[src/rtl/irq_status_pkg.sv]
package irq_status_pkg;

    localparam int NUM_EVT = 12;
    localparam int DATA_W  = 16;
    localparam int ADDR_W  = 5;
    localparam int CAUSE_W = 16;

    // event bit positions
    localparam int EV_RX_UNDER  = 0;
    localparam int EV_RX_OVER   = 1;
    localparam int EV_RX_THRESH = 2;
    localparam int EV_TX_OVER   = 3;
    localparam int EV_TX_THRESH = 4;
    localparam int EV_RD_REQ    = 5;
    localparam int EV_TX_ABORT  = 6;
    localparam int EV_RX_DONE   = 7;
    localparam int EV_ACTIVITY  = 8;
    localparam int EV_STOP_SEEN = 9;
    localparam int EV_STRT_SEEN = 10;
    localparam int EV_GEN_CALL  = 11;

    // sources that follow a level instead of latching a pulse
    localparam logic [NUM_EVT-1:0] LEVEL_SRC =
        NUM_EVT'((1 << EV_RX_THRESH) | (1 << EV_TX_THRESH));

    // defined abort-cause positions
    localparam logic [CAUSE_W-1:0] CAUSE_VALID = 16'h0EBF;

    typedef enum logic [ADDR_W-1:0] {
        RA_RAW     = 5'h00,
        RA_MASKED  = 5'h01,
        RA_MASK    = 5'h02,
        RA_CAUSE   = 5'h03,
        RA_CLR_ALL = 5'h04
    } reg_addr_e;

    // clear addresses: CLR_BASE + event index
    localparam logic [ADDR_W-1:0] CLR_BASE = 5'h10;

    typedef struct packed {
        logic               clr_all;
        logic [NUM_EVT-1:0] clr_one;
        logic               mask_we;
    } reg_ctl_t;

    function automatic logic is_clear_addr(logic [ADDR_W-1:0] a, int idx);
        return a == (CLR_BASE + ADDR_W'(idx));
    endfunction

endpackage

[src/rtl/irq_reg_decode.sv]
module irq_reg_decode
    import irq_status_pkg::*;
#(
    parameter int N_EVT = NUM_EVT,
    parameter int AW    = ADDR_W
) (
    input  logic [AW-1:0] addr,
    input  logic          rd,
    input  logic          wr,
    output reg_ctl_t      ctl
);
    always_comb begin
        ctl         = '0;
        ctl.clr_all = rd && (addr == RA_CLR_ALL);
        ctl.mask_we = wr && (addr == RA_MASK);
        for (int i = 0; i < N_EVT; i++) begin
            ctl.clr_one[i] = rd && is_clear_addr(addr, i);
        end
    end
endmodule

[src/rtl/irq_src_bank.sv]
module irq_src_bank #(
    parameter int                 N_EVT  = 12,
    parameter logic [N_EVT-1:0]   LEVELS = '0
) (
    input  logic             clk,
    input  logic             rst,
    input  logic [N_EVT-1:0] evt_in,
    input  logic [N_EVT-1:0] clr_one,
    input  logic             clr_all,
    output logic [N_EVT-1:0] raw
);
    for (genvar i = 0; i < N_EVT; i++) begin : g_src
        if (LEVELS[i]) begin : g_level
            assign raw[i] = evt_in[i];
        end else begin : g_sticky
            logic bit_q;
            always_ff @(posedge clk) begin
                if (rst)
                    bit_q <= 1'b0;
                else if (evt_in[i])
                    bit_q <= 1'b1;          // set wins over a clear
                else if (clr_one[i] || clr_all)
                    bit_q <= 1'b0;
            end
            assign raw[i] = bit_q;
        end
    end
endmodule

[src/rtl/irq_abort_cap.sv]
module irq_abort_cap #(
    parameter int               W     = 16,
    parameter logic [W-1:0]     VALID = '1
) (
    input  logic         clk,
    input  logic         rst,
    input  logic [W-1:0] cause_in,
    input  logic         clr,
    output logic [W-1:0] cause_q
);
    always_ff @(posedge clk) begin
        if (rst)
            cause_q <= '0;
        else
            cause_q <= (clr ? '0 : cause_q) | (cause_in & VALID);
    end
endmodule

[src/rtl/irq_status_unit.sv]
module irq_status_unit
    import irq_status_pkg::*;
#(
    parameter int N_EVT = NUM_EVT,
    parameter int DW    = DATA_W,
    parameter int AW    = ADDR_W,
    parameter int CW    = CAUSE_W
) (
    input  logic          clk,
    input  logic          rst,
    input  logic [AW-1:0] reg_addr,
    input  logic          reg_rd,
    input  logic          reg_wr,
    input  logic [DW-1:0] reg_wdata,
    output logic [DW-1:0] reg_rdata,
    input  logic [N_EVT-1:0] evt_pulse,
    input  logic [CW-1:0] abort_cause_in,
    output logic          irq
);
    localparam int PAD = DW - N_EVT;

    reg_ctl_t          ctl;
    logic [N_EVT-1:0]  raw_stat;
    logic [N_EVT-1:0]  mask_q;
    logic [N_EVT-1:0]  masked;
    logic [CW-1:0]     abort_q;

    irq_reg_decode #(.N_EVT(N_EVT), .AW(AW)) u_dec (
        .addr (reg_addr),
        .rd   (reg_rd),
        .wr   (reg_wr),
        .ctl  (ctl)
    );

    irq_src_bank #(.N_EVT(N_EVT), .LEVELS(LEVEL_SRC)) u_bank (
        .clk     (clk),
        .rst     (rst),
        .evt_in  (evt_pulse),
        .clr_one (ctl.clr_one),
        .clr_all (ctl.clr_all),
        .raw     (raw_stat)
    );

    irq_abort_cap #(.W(CW), .VALID(CAUSE_VALID)) u_cause (
        .clk      (clk),
        .rst      (rst),
        .cause_in (abort_cause_in),
        .clr      (ctl.clr_one[EV_TX_ABORT] || ctl.clr_all),
        .cause_q  (abort_q)
    );

    always_ff @(posedge clk) begin
        if (rst)
            mask_q <= '1;
        else if (ctl.mask_we)
            mask_q <= reg_wdata[N_EVT-1:0];
    end

    assign masked = raw_stat & mask_q;
    assign irq    = |masked;

    always_comb begin
        reg_rdata = '0;
        if (reg_rd) begin
            case (reg_addr)
                RA_RAW:    reg_rdata = {{PAD{1'b0}}, raw_stat};
                RA_MASKED: reg_rdata = {{PAD{1'b0}}, masked};
                RA_MASK:   reg_rdata = {{PAD{1'b0}}, mask_q};
                RA_CAUSE:  reg_rdata = DW'(abort_q);
                default:   reg_rdata = '0;
            endcase
        end
    end
endmodule

[config.mk]
export PLATFORM = sky130hd
export DESIGN_NAME = irq_status_unit
export DESIGN_NICKNAME = d
export VERILOG_FILES = /design/src/rtl/irq_status_pkg.sv /design/src/rtl/irq_reg_decode.sv /design/src/rtl/irq_src_bank.sv /design/src/rtl/irq_abort_cap.sv /design/src/rtl/irq_status_unit.sv
export SDC_FILE = /design/constraint.sdc
export NUM_CORES = 1
export LEC_CHECK = 0
export CORE_MARGIN = 1
export CORE_UTILIZATION = 45
export CTS_CLUSTER_DIAMETER = 50
export DETAILED_ROUTE_END_ITERATION = 8
export MAX_ROUTING_LAYER = met4
export PLACE_DENSITY = 0.88
export RECOVER_POWER = 50
export SYNTH_ARGS = -nofsm -noshare
export SYNTH_HDL_FRONTEND = slang
export SYNTH_HIERARCHICAL = 1
export SYNTH_SLANG_ARGS = --single-unit
export TNS_END_PERCENT = 100
[constraint.sdc]
create_clock -name clk -period 3.8 [get_ports clk]
set_clock_uncertainty 0.2 [all_clocks]
set_input_delay 0.38 -clock clk [delete_from_list [all_inputs] [get_ports clk]]
set_output_delay 0.38 -clock clk [all_outputs]
set_load 0.005 [all_outputs]
==> impl_metrics.yaml, run 1 <==
status:
  outcome: "completed"
placed_design:
  io_buffers: 55
  dp_hpwl_um: 3187
  finalWeightedCongestion: 0.9059
power:
  powerDensity_nw_per_um2: 321.0
  netSwitchingPower_w: 0.0001910
  switching_share_pct: 25.03
  leakagePower_nw: 0.9386
  p_int_w: 0.0005721
  ir_drop_mv: 0.2096
  pwr-share-clk_pct: 35.2
  p_comb_share_pct: 17.1
  pwr-share-seq_pct: 47.8
cts:
  cts_root_buf: "clkbuf_8"
  cts_tree: "built"
  cts_htree_levels: 2
  cts_buffer_depth: 2
  clk_pin_slew_ps: 60
  cts_setup_buffers: 0
  cts_resized: 0
  clkLatencyLatePin_ps: 290
  cts_sinks: 32
  ctsHoldBuffers: 0
  cts-buffers-inserted: 5
worst_setup_path:
  cp_cell_sequence: "dlygate4sd3_1, nand2_1, o22ai_1, nor3_2, clkdlybuf4s50_1"
  worstSetupPathType: "in2out"
  critPathCaptureType: "output port"
  r2r_slack_ps: 2630
  crit_family: "buffers and inverters"
  crit_fanout: 13
  cp.required_ps: 3220
  r2r-end: "u_bank/g_src[7].g_sticky.bit_q$_SDFFE_PP0P_"
  crit_arrival_ps: 2460
  start_kind: "input port"
  cp_num_buf_inv: 2
  crit_slowest_cell: "dlygate4sd3_1"
  r2r_start: "u_bank/g_src[7].g_sticky.bit_q$_SDFFE_PP0P_"
  max_stage_delay_ps: 720
  rr_worst_depth: 2
route:
  vias: 1690
  drt_iter0_drc: 86
  vias_per_cell: 5.434
  wl_per_cell_um: 14.01
  first_pass_iters: 5
  wirelength_um: 4358
  antenna_left: 0
  drc: 0
floorplan:
  die_w_um: 65.61
  dieArea_um2: 4304
  start_util_pct: 48.27
  ios: 70
  core_um2: 3771
  fp-row-count: 22
  die_h_um: 65.61
cells_and_area:
  diodes: 0
  fin_nets: 315
  area.growth.synth_to_final_pct: 30.58
  drive_gt1_share_pct: 8.365
sta:
  whs_ps: 272.5
  slew_headroom_pct: 20.63
  final.setup.tns_ps: 0
  rsz0062_at_grt: "no"
  final.period_utilization_pct: 79.93
  hold_viol: 0
  slew_viol_final: 0
  layout_min_cycle_time_ps: 3037
  fmax_mhz: 329.2
  finalSetupViolCount: 0
  max_slew.worst_pin.slew_ps: 1187
min_path:
  hp-start: "u_cause/cause_q[11]$_SDFF_PP0_"
  whs_endpoint: "u_cause/cause_q[11]$_SDFF_PP0_"
  hp-class: "reg2reg"
  hold_depth: 2
global_route:
  grt_max_degree: 33
  first_global_vias: 1586
  antenna_found_initial: 0
  grt_pass1_wl_um: 7176
  grtUsageTotal_pct: 23.09
  overflow: 0
flow_run:
  drv_cap: 0
logic_synthesis:
  syn_avg_cell_area_um2: 8.351
  yosysWarnings: 6
  synthCells: 218
  syn_area_um2: 1820
==> cell type report <==
type / count / area [µm²]
clock buffer: 6 / 82.58
clock inverter: 2 / 10.01
fill: 325 / 1394
inverter: 20 / 75.07
multi-input combinational: 144 / 935.9
sequential: 32 / 640.6
tap: 48 / 60.06
timing repair buffer: 59 / 573.1
==> worst register-to-register path, stage by stage, from the launching register on <==
cell and delay, ps:
dfxtp_1 380, or3b_1 360, a21oi_1 140
==> state kept, by name, indices dropped and copies added (netlist names) <==
signal                       cells
mask_q                          12
u_bank/g_src.g_sticky.bit_q     10
u_cause/cause_q                 10
==> worst max-delay path by stage <==
stage	start	to	slack (ps)	cells past startpoint
final	reg_addr[1]	reg_rdata[11]	760	5
after global routing	reg_addr[1]	mask_q[4]$_SDFFE_PP1P_	650	6
after CTS	reg_addr[4]	reg_rdata[1]	780	4
after detailed placement	reg_addr[4]	reg_rdata[1]	780	4
after global placement	reg_addr[4]	reg_rdata[1]	760	4
after floorplan	reg_addr[0]	mask_q[0]$_SDFFE_PP1P_	1780	5
==> stage by stage <==
stage | utilization, % | setup slack [ps] | total power [W] | cells | area (µm²)
detailed placement | 61.18 | 782.9 | 0.0005009 | 303 | 2307
finish | 63.04 | 762.6 | 0.0007630 | 311 | 2377
floorplan | - | 1782 | 0.0004456 | 223 | 1839
CTS | 63.64 | 782.2 | 0.0007634 | 311 | 2400
global placement | 61.18 | 757.5 | 0.0004977 | 303 | 2307
global route | 63.04 | 650.2 | 0.0007926 | 311 | 2377
==> layout by cell type (no fill, tap or decap), drive strengths merged <==
| cell | n |
|---|---|
| nand2 | 3 |
| inv | 20 |
| clkbuf | 8 |
| clkdlybuf4s50 | 54 |
| nand2b | 14 |
| o22ai | 12 |
| nand4b | 1 |
| conb | 6 |
| nor4b | 1 |
| nor3 | 17 |
| dlygate4sd3 | 1 |
| nor3b | 2 |
| nand3b | 1 |
| nor2 | 15 |
| clkinv | 2 |
| a221oi | 3 |
| buf | 2 |
| and2 | 1 |
| a21oi | 20 |
| nor2b | 12 |
| dfxtp | 32 |
| xnor2 | 1 |
| or4b | 2 |
| or3b | 10 |
| or2 | 1 |
| a211o | 12 |
| a22o | 3 |
| nor4 | 2 |
| nand3 | 1 |
| and3 | 4 |
==> per-layer routing <==
| layer | vias up | part of all wire [%] | track usage [%] |
|---|---|---|---|
| li1 | 825 | - | - |
| met1 | 768 | 41 | 26.62 |
| met2 | 78 | 48 | 37.24 |
| met3 | 19 | 8.1 | 6.597 |
| met4 | 0 | 2.8 | 10.05 |
| met5 | - | 0 | - |
==> power groups by stage <==
| stage | logic, W | registers (W) | clock network [W] |
|---|---|---|---|
| CTS | 0.000130 | 0.000364 | 0.000269 |
| global placement | 0.000127 | 0.000371 | 0 |
| global route | 0.000142 | 0.000366 | 0.000285 |
| floorplan | 0.0000795 | 0.000366 | 0 |
| finish | 0.000130 | 0.000364 | 0.000268 |
| detailed placement | 0.000129 | 0.000372 | 0 |
No activity file was read; power rests on OpenSTA's default activity.
==> run 2, diff against run 1 <==
--- a/config.mk
+++ b/config.mk
@@ -6,11 +6,11 @@
 export NUM_CORES = 1
 export LEC_CHECK = 0
 export CORE_MARGIN = 1
-export CORE_UTILIZATION = 45
+export CORE_UTILIZATION = 44
 export CTS_CLUSTER_DIAMETER = 50
 export DETAILED_ROUTE_END_ITERATION = 8
 export MAX_ROUTING_LAYER = met4
-export PLACE_DENSITY = 0.88
+export PLACE_DENSITY = 0.86
 export RECOVER_POWER = 50
 export SYNTH_ARGS = -nofsm -noshare
 export SYNTH_HDL_FRONTEND = slang
==> constraint.sdc (replaced) <==
create_clock -name clk -period 3.15 [get_ports clk]
set_clock_uncertainty 0.2 [all_clocks]
set_input_delay 0.315 -clock clk [delete_from_list [all_inputs] [get_ports clk]]
set_output_delay 0.315 -clock clk [all_outputs]
set_load 0.005 [all_outputs]
==> run 2 against run 1 <==
Sequential cell count unchanged; sequential power up 21%; wire length down 0.46%; hold slack better by 1.7 ps; worst setup slack worse by 540 ps; combinational power up 19%; largest cell class unchanged.
==> impl_metrics.yaml, run 2 (same netlist as run 1, synthesis figures left out) <==
sta:
  slew_headroom_pct: 34.23
  rsz0062_at_grt: "no"
  whs_ps: 274.2
  final.setup.tns_ps: 0
  finalSetupViolCount: 0
  fmax_mhz: 341.6
  final.period_utilization_pct: 92.94
  slew_viol_final: 0
  layout_min_cycle_time_ps: 2927
  hold_viol: 0
  max_slew.worst_pin.slew_ps: 979.5
cts:
  clkLatencyLatePin_ps: 290
  cts_resized: 0
  cts_setup_buffers: 0
  cts_root_buf: "clkbuf_8"
  cts_htree_levels: 2
  cts_tree: "built"
  clk_pin_slew_ps: 70
  cts_sinks: 32
  ctsHoldBuffers: 0
  cts-buffers-inserted: 5
  cts_buffer_depth: 2
worst_setup_path:
  r2r-end: "u_bank/g_src[9].g_sticky.bit_q$_SDFFE_PP0P_"
  worstSetupPathType: "in2out"
  start_kind: "input port"
  crit_arrival_ps: 2410
  r2r_slack_ps: 1990
  critPathLaunch: "reg_addr[1]"
  r2r_start: "u_bank/g_src[9].g_sticky.bit_q$_SDFFE_PP0P_"
  crit_fanout: 21
  rr_worst_depth: 2
  critPathCaptureType: "output port"
  cp.required_ps: 2630
min_path:
  whs_endpoint: "u_cause/cause_q[5]$_SDFF_PP0_"
  hold_depth: 2
  hp-class: "reg2reg"
  hp-start: "u_cause/cause_q[5]$_SDFF_PP0_"
cells_and_area:
  largest-register: "mask_q"
  final_common_cell: "clkdlybuf4s50_1"
  area.growth.synth_to_final_pct: 31.41
  finish.utilization_pct: 59.81
  reg_top3: "mask_q x12, u_bank/g_src.g_sticky.bit_q x10, u_cause/cause_q x10"
  fin_nets: 317
  fillCellCount: 373
  final_cell_mix: "55 x clkdlybuf4s50_1, 32 x dfxtp_1, 20 x inv_1, 20 x a21oi_1, 15 x nor2_1"
  largest_reg_flops: 12
  diodes: 0
  drive_gt1_share_pct: 9.057
floorplan:
  core_um2: 4000
  die_w_um: 66.33
  fp-row-count: 23
  start_util_pct: 45.51
  dieArea_um2: 4399
  ios: 70
  die_h_um: 66.33
status:
  outcome: "completed"
route:
  antenna_left: 0
  vias: 1658
  wirelength_um: 4338
  first_pass_iters: 4
  drt_iter0_drc: 176
  wl_per_cell_um: 13.77
  drc: 0
  vias_per_cell: 5.263
global_route:
  first_global_vias: 1601
  grtUsageTotal_pct: 22.68
  overflow: 0
  grt_pass1_wl_um: 7148
  grt_max_degree: 25
  antenna_found_initial: 0
placed_design:
  dp_hpwl_um: 3226
  io_buffers: 55
  finalWeightedCongestion: 0.8297
flow_run:
  drv_cap: 0
power:
  leakagePower_nw: 0.9472
  ir_drop_mv: 0.2393
  powerDensity_nw_per_um2: 387.0
run 2: worst max-delay path: stages:
cell             delay [ps]
clkdlybuf4s50_1         430
clkbuf_2                300
nand2_1                 410
o22ai_1                 150
nor3_1                  250
clkdlybuf4s50_1         550
run 2: worst max path at each step:
stage | endpoint | cells after the start
finish | reg_rdata[1] | 6
global route | reg_rdata[0] | 5
CTS | reg_rdata[1] | 5
detailed placement | reg_rdata[1] | 5
global placement | reg_rdata[0] | 5
floorplan | mask_q[0]$_SDFFE_PP1P_ | 5
run 2: through the flow:
step,total power (W),instance area (µm²),worst slack (ps),instances
2_1_floorplan,0.0005376,1839,1197,223
3_3_place_gp,0.0006027,2325,257.1,307
3_5_place_dp,0.0006058,2325,254.1,307
4_1_cts,0.0009329,2417,256.4,315
5_1_grt,0.0009654,2392,35.38,315
6_report,0.0009259,2392,222.5,315
run 2: per-layer routing:
layer / wire, µm / GRT usage [%] / up-vias
met1: 1879 / 26.62 / 766
met2: 2130 / 37.24 / 55
met4: 88 / 9.309 / 0
met3: 240 / 5.172 / 10
li1: - / - / 827
met5: 0 / - / -
run 2: final cells by class:
type                    count  area [µm²]  share of cell area (%)
flip-flops and latches     32       640.6                   26.78
inverters                  20       75.07                   3.138
well taps                  50       62.56                   2.615
clock inverters             2       10.01                  0.4184
multi-input cells         144       935.9                   39.12
clock buffers               6       82.58                   3.452
repair buffers             61       585.6                   24.48
run 2: report_power, final:
group          total [W]  switching [W]  internal (W)
sequential      0.000442      0.0000163      0.000426
combinational   0.000155      0.0000640     0.0000907
clock           0.000329       0.000155      0.000174
==> run 3, diff against run 2 <==
--- a/config.mk
+++ b/config.mk
@@ -5,13 +5,15 @@
 export SDC_FILE = /design/constraint.sdc
 export NUM_CORES = 1
 export LEC_CHECK = 0
+export ABC_AREA = 1
 export CORE_MARGIN = 1
-export CORE_UTILIZATION = 44
+export CORE_UTILIZATION = 45
 export CTS_CLUSTER_DIAMETER = 50
 export DETAILED_ROUTE_END_ITERATION = 8
 export MAX_ROUTING_LAYER = met4
-export PLACE_DENSITY = 0.86
+export PLACE_DENSITY = 0.83
 export RECOVER_POWER = 50
+export SLEW_MARGIN = 30
 export SYNTH_ARGS = -nofsm -noshare
 export SYNTH_HDL_FRONTEND = slang
 export SYNTH_HIERARCHICAL = 1
==> run 3 against run 2 <==
Synthesized cell count rose by 63%; largest cell class unchanged; fmax barely moved; clock power fell by 3%; critical path depth rose by 1; wire length rose by 23%; highest routed layer unchanged; final cell count rose by 46%; power rose by 2.3%; non-clock buffer count did not move; area after synthesis rose by 25%; first-iteration DRC count rose by 4.5%; sequential power barely moved.
==> impl_metrics.yaml, run 3 <==
status:
  outcome: "completed"
power:
  p_int_w: 0.0006940
  pwr-share-seq_pct: 46.6
  ir_drop_mv: 0.2902
  p_comb_share_pct: 19.6
  powerDensity_nw_per_um2: 339.2
  switching_share_pct: 26.71
  pwr-share-clk_pct: 33.8
  leakagePower_nw: 1.350
  netSwitchingPower_w: 0.0002529
sta:
  slew_headroom_pct: 57.80
  final.setup.tns_ps: 0
  max_slew.worst_pin.slew_ps: 633.1
  hold_viol: 0
  fmax_mhz: 341.4
  layout_min_cycle_time_ps: 2929
  finalSetupViolCount: 0
  slew_viol_final: 0
  final.period_utilization_pct: 92.99
  rsz0062_at_grt: "no"
worst_setup_path:
  start_kind: "input port"
  worstSetupPathType: "in2out"
  crit_fanout: 16
  cp.required_ps: 2630
  critPathCaptureType: "output port"
  crit_arrival_ps: 2410
cts:
  clk_pin_slew_ps: 60
  cts_setup_buffers: 0
  clkLatencyLatePin_ps: 280
  cts_root_buf: "clkbuf_8"
  cts_htree_levels: 2
  cts-buffers-inserted: 5
  ctsHoldBuffers: 0
  cts_resized: 0
  cts_sinks: 32
  cts_tree: "built"
  cts_buffer_depth: 2
route:
  wl_per_cell_um: 11.66
  wirelength_um: 5354
  vias_per_cell: 4.993
  first_pass_iters: 4
  drt_iter0_drc: 184
  drc: 0
  antenna_left: 0
  vias: 2292
global_route:
  antenna_found_initial: 0
  overflow: 0
  grtUsageTotal_pct: 22.20
  first_global_vias: 2014
  grt_pass1_wl_um: 8818
  grt_max_degree: 50
logic_synthesis:
  yosysWarnings: 6
  synthCells: 356
  syn_area_um2: 2280
  syn_avg_cell_area_um2: 6.404
cells_and_area:
  largest-register: "mask_q"
  drive_gt1_share_pct: 6.888
  final_cell_mix: "84 x nand2_1, 54 x inv_1, 54 x clkdlybuf4s50_1, 48 x nand4_1, 41 x nor2_1"
  reg_top3: "mask_q x12, u_bank/g_src.g_sticky.bit_q x10, u_cause/cause_q x10"
  largest_reg_flops: 12
  final_common_cell: "nand2_1"
  final_cell_area_um2: 2791
  area.growth.synth_to_final_pct: 22.45
  finish.utilization_pct: 58.33
  fin_nets: 444
  diodes: 0
placed_design:
  dp_hpwl_um: 4038
  placed_area_um2: 2731
  finalWeightedCongestion: 0.8648
  io_buffers: 55
flow_run:
  drv_cap: 0
floorplan:
  die_w_um: 73.18
  ios: 70
  start_util_pct: 47.63
  dieArea_um2: 5355
  core_um2: 4786
  die_h_um: 73.18
  fp-row-count: 25
min_path:
  hp-class: "reg2reg"
[run 3: area by class of cell]
class,count,area [µm²]
multi-input cells,234,1149
flip-flops and latches,32,640.6
inverters,57,215.2
well taps,67,83.83
clock buffers,8,90.09
fillers,469,1994
repair buffers,61,613.1
[run 3: worst paths after layout]
check / start / end / slack [ps] / depth (start not counted)
max: reg_addr[0] / reg_rdata[7] / 220 / 7
min: u_cause/cause_q[7]$_SDFF_PP0_ / u_cause/cause_q[7]$_SDFF_PP0_ / 270 / 2
min reg2reg: u_cause/cause_q[7]$_SDFF_PP0_ / u_cause/cause_q[7]$_SDFF_PP0_ / 270 / 2
max reg2reg: u_bank/g_src[11].g_sticky.bit_q$_SDFFE_PP0P_ / u_bank/g_src[11].g_sticky.bit_q$_SDFFE_PP0P_ / 2240 / 2
[run 3: metal layers]
metal	global-route usage (%)	up-vias	wire length (µm)
li1	-	1189	-
met1	26.88	1018	2120
met5	-	-	0
met3	4.834	8	475
met4	7.407	0	65
met2	36.42	77	2691
[run 3: metrics by stage]
| stage | setup WS [ps] | hold WS (ps) | std cells | total power, W |
|---|---|---|---|---|
| 2_1_floorplan | 1628 | 237.1 | 361 | 0.0005745 |
| 3_3_place_gp | 374.8 | 259.6 | 451 | 0.0006353 |
| 3_5_place_dp | 368.2 | 263.8 | 451 | 0.0006391 |
| 4_1_cts | 361.4 | 272.5 | 459 | 0.0009582 |
| 5_1_grt | 93.71 | 283.5 | 459 | 0.0009965 |
| 6_report | 220.9 | 267.9 | 459 | 0.0009469 |
[run 3: power by group through the flow]
stage	registers [W]	clock network [W]	logic (W)
2_1_floorplan	0.000442	0	0.000132
3_3_place_gp	0.000450	0	0.000186
3_5_place_dp	0.000450	0	0.000189
4_1_cts	0.000441	0.000327	0.000190
5_1_grt	0.000443	0.000346	0.000207
6_report	0.000441	0.000320	0.000186
[run 3: critical path: stages]
cell,delay (ps)
dlygate4sd3_1,610
clkbuf_1,520
nand4_1,180
nand2_1,90
nor2_1,40
nor2_1,130
clkdlybuf4s50_1,530
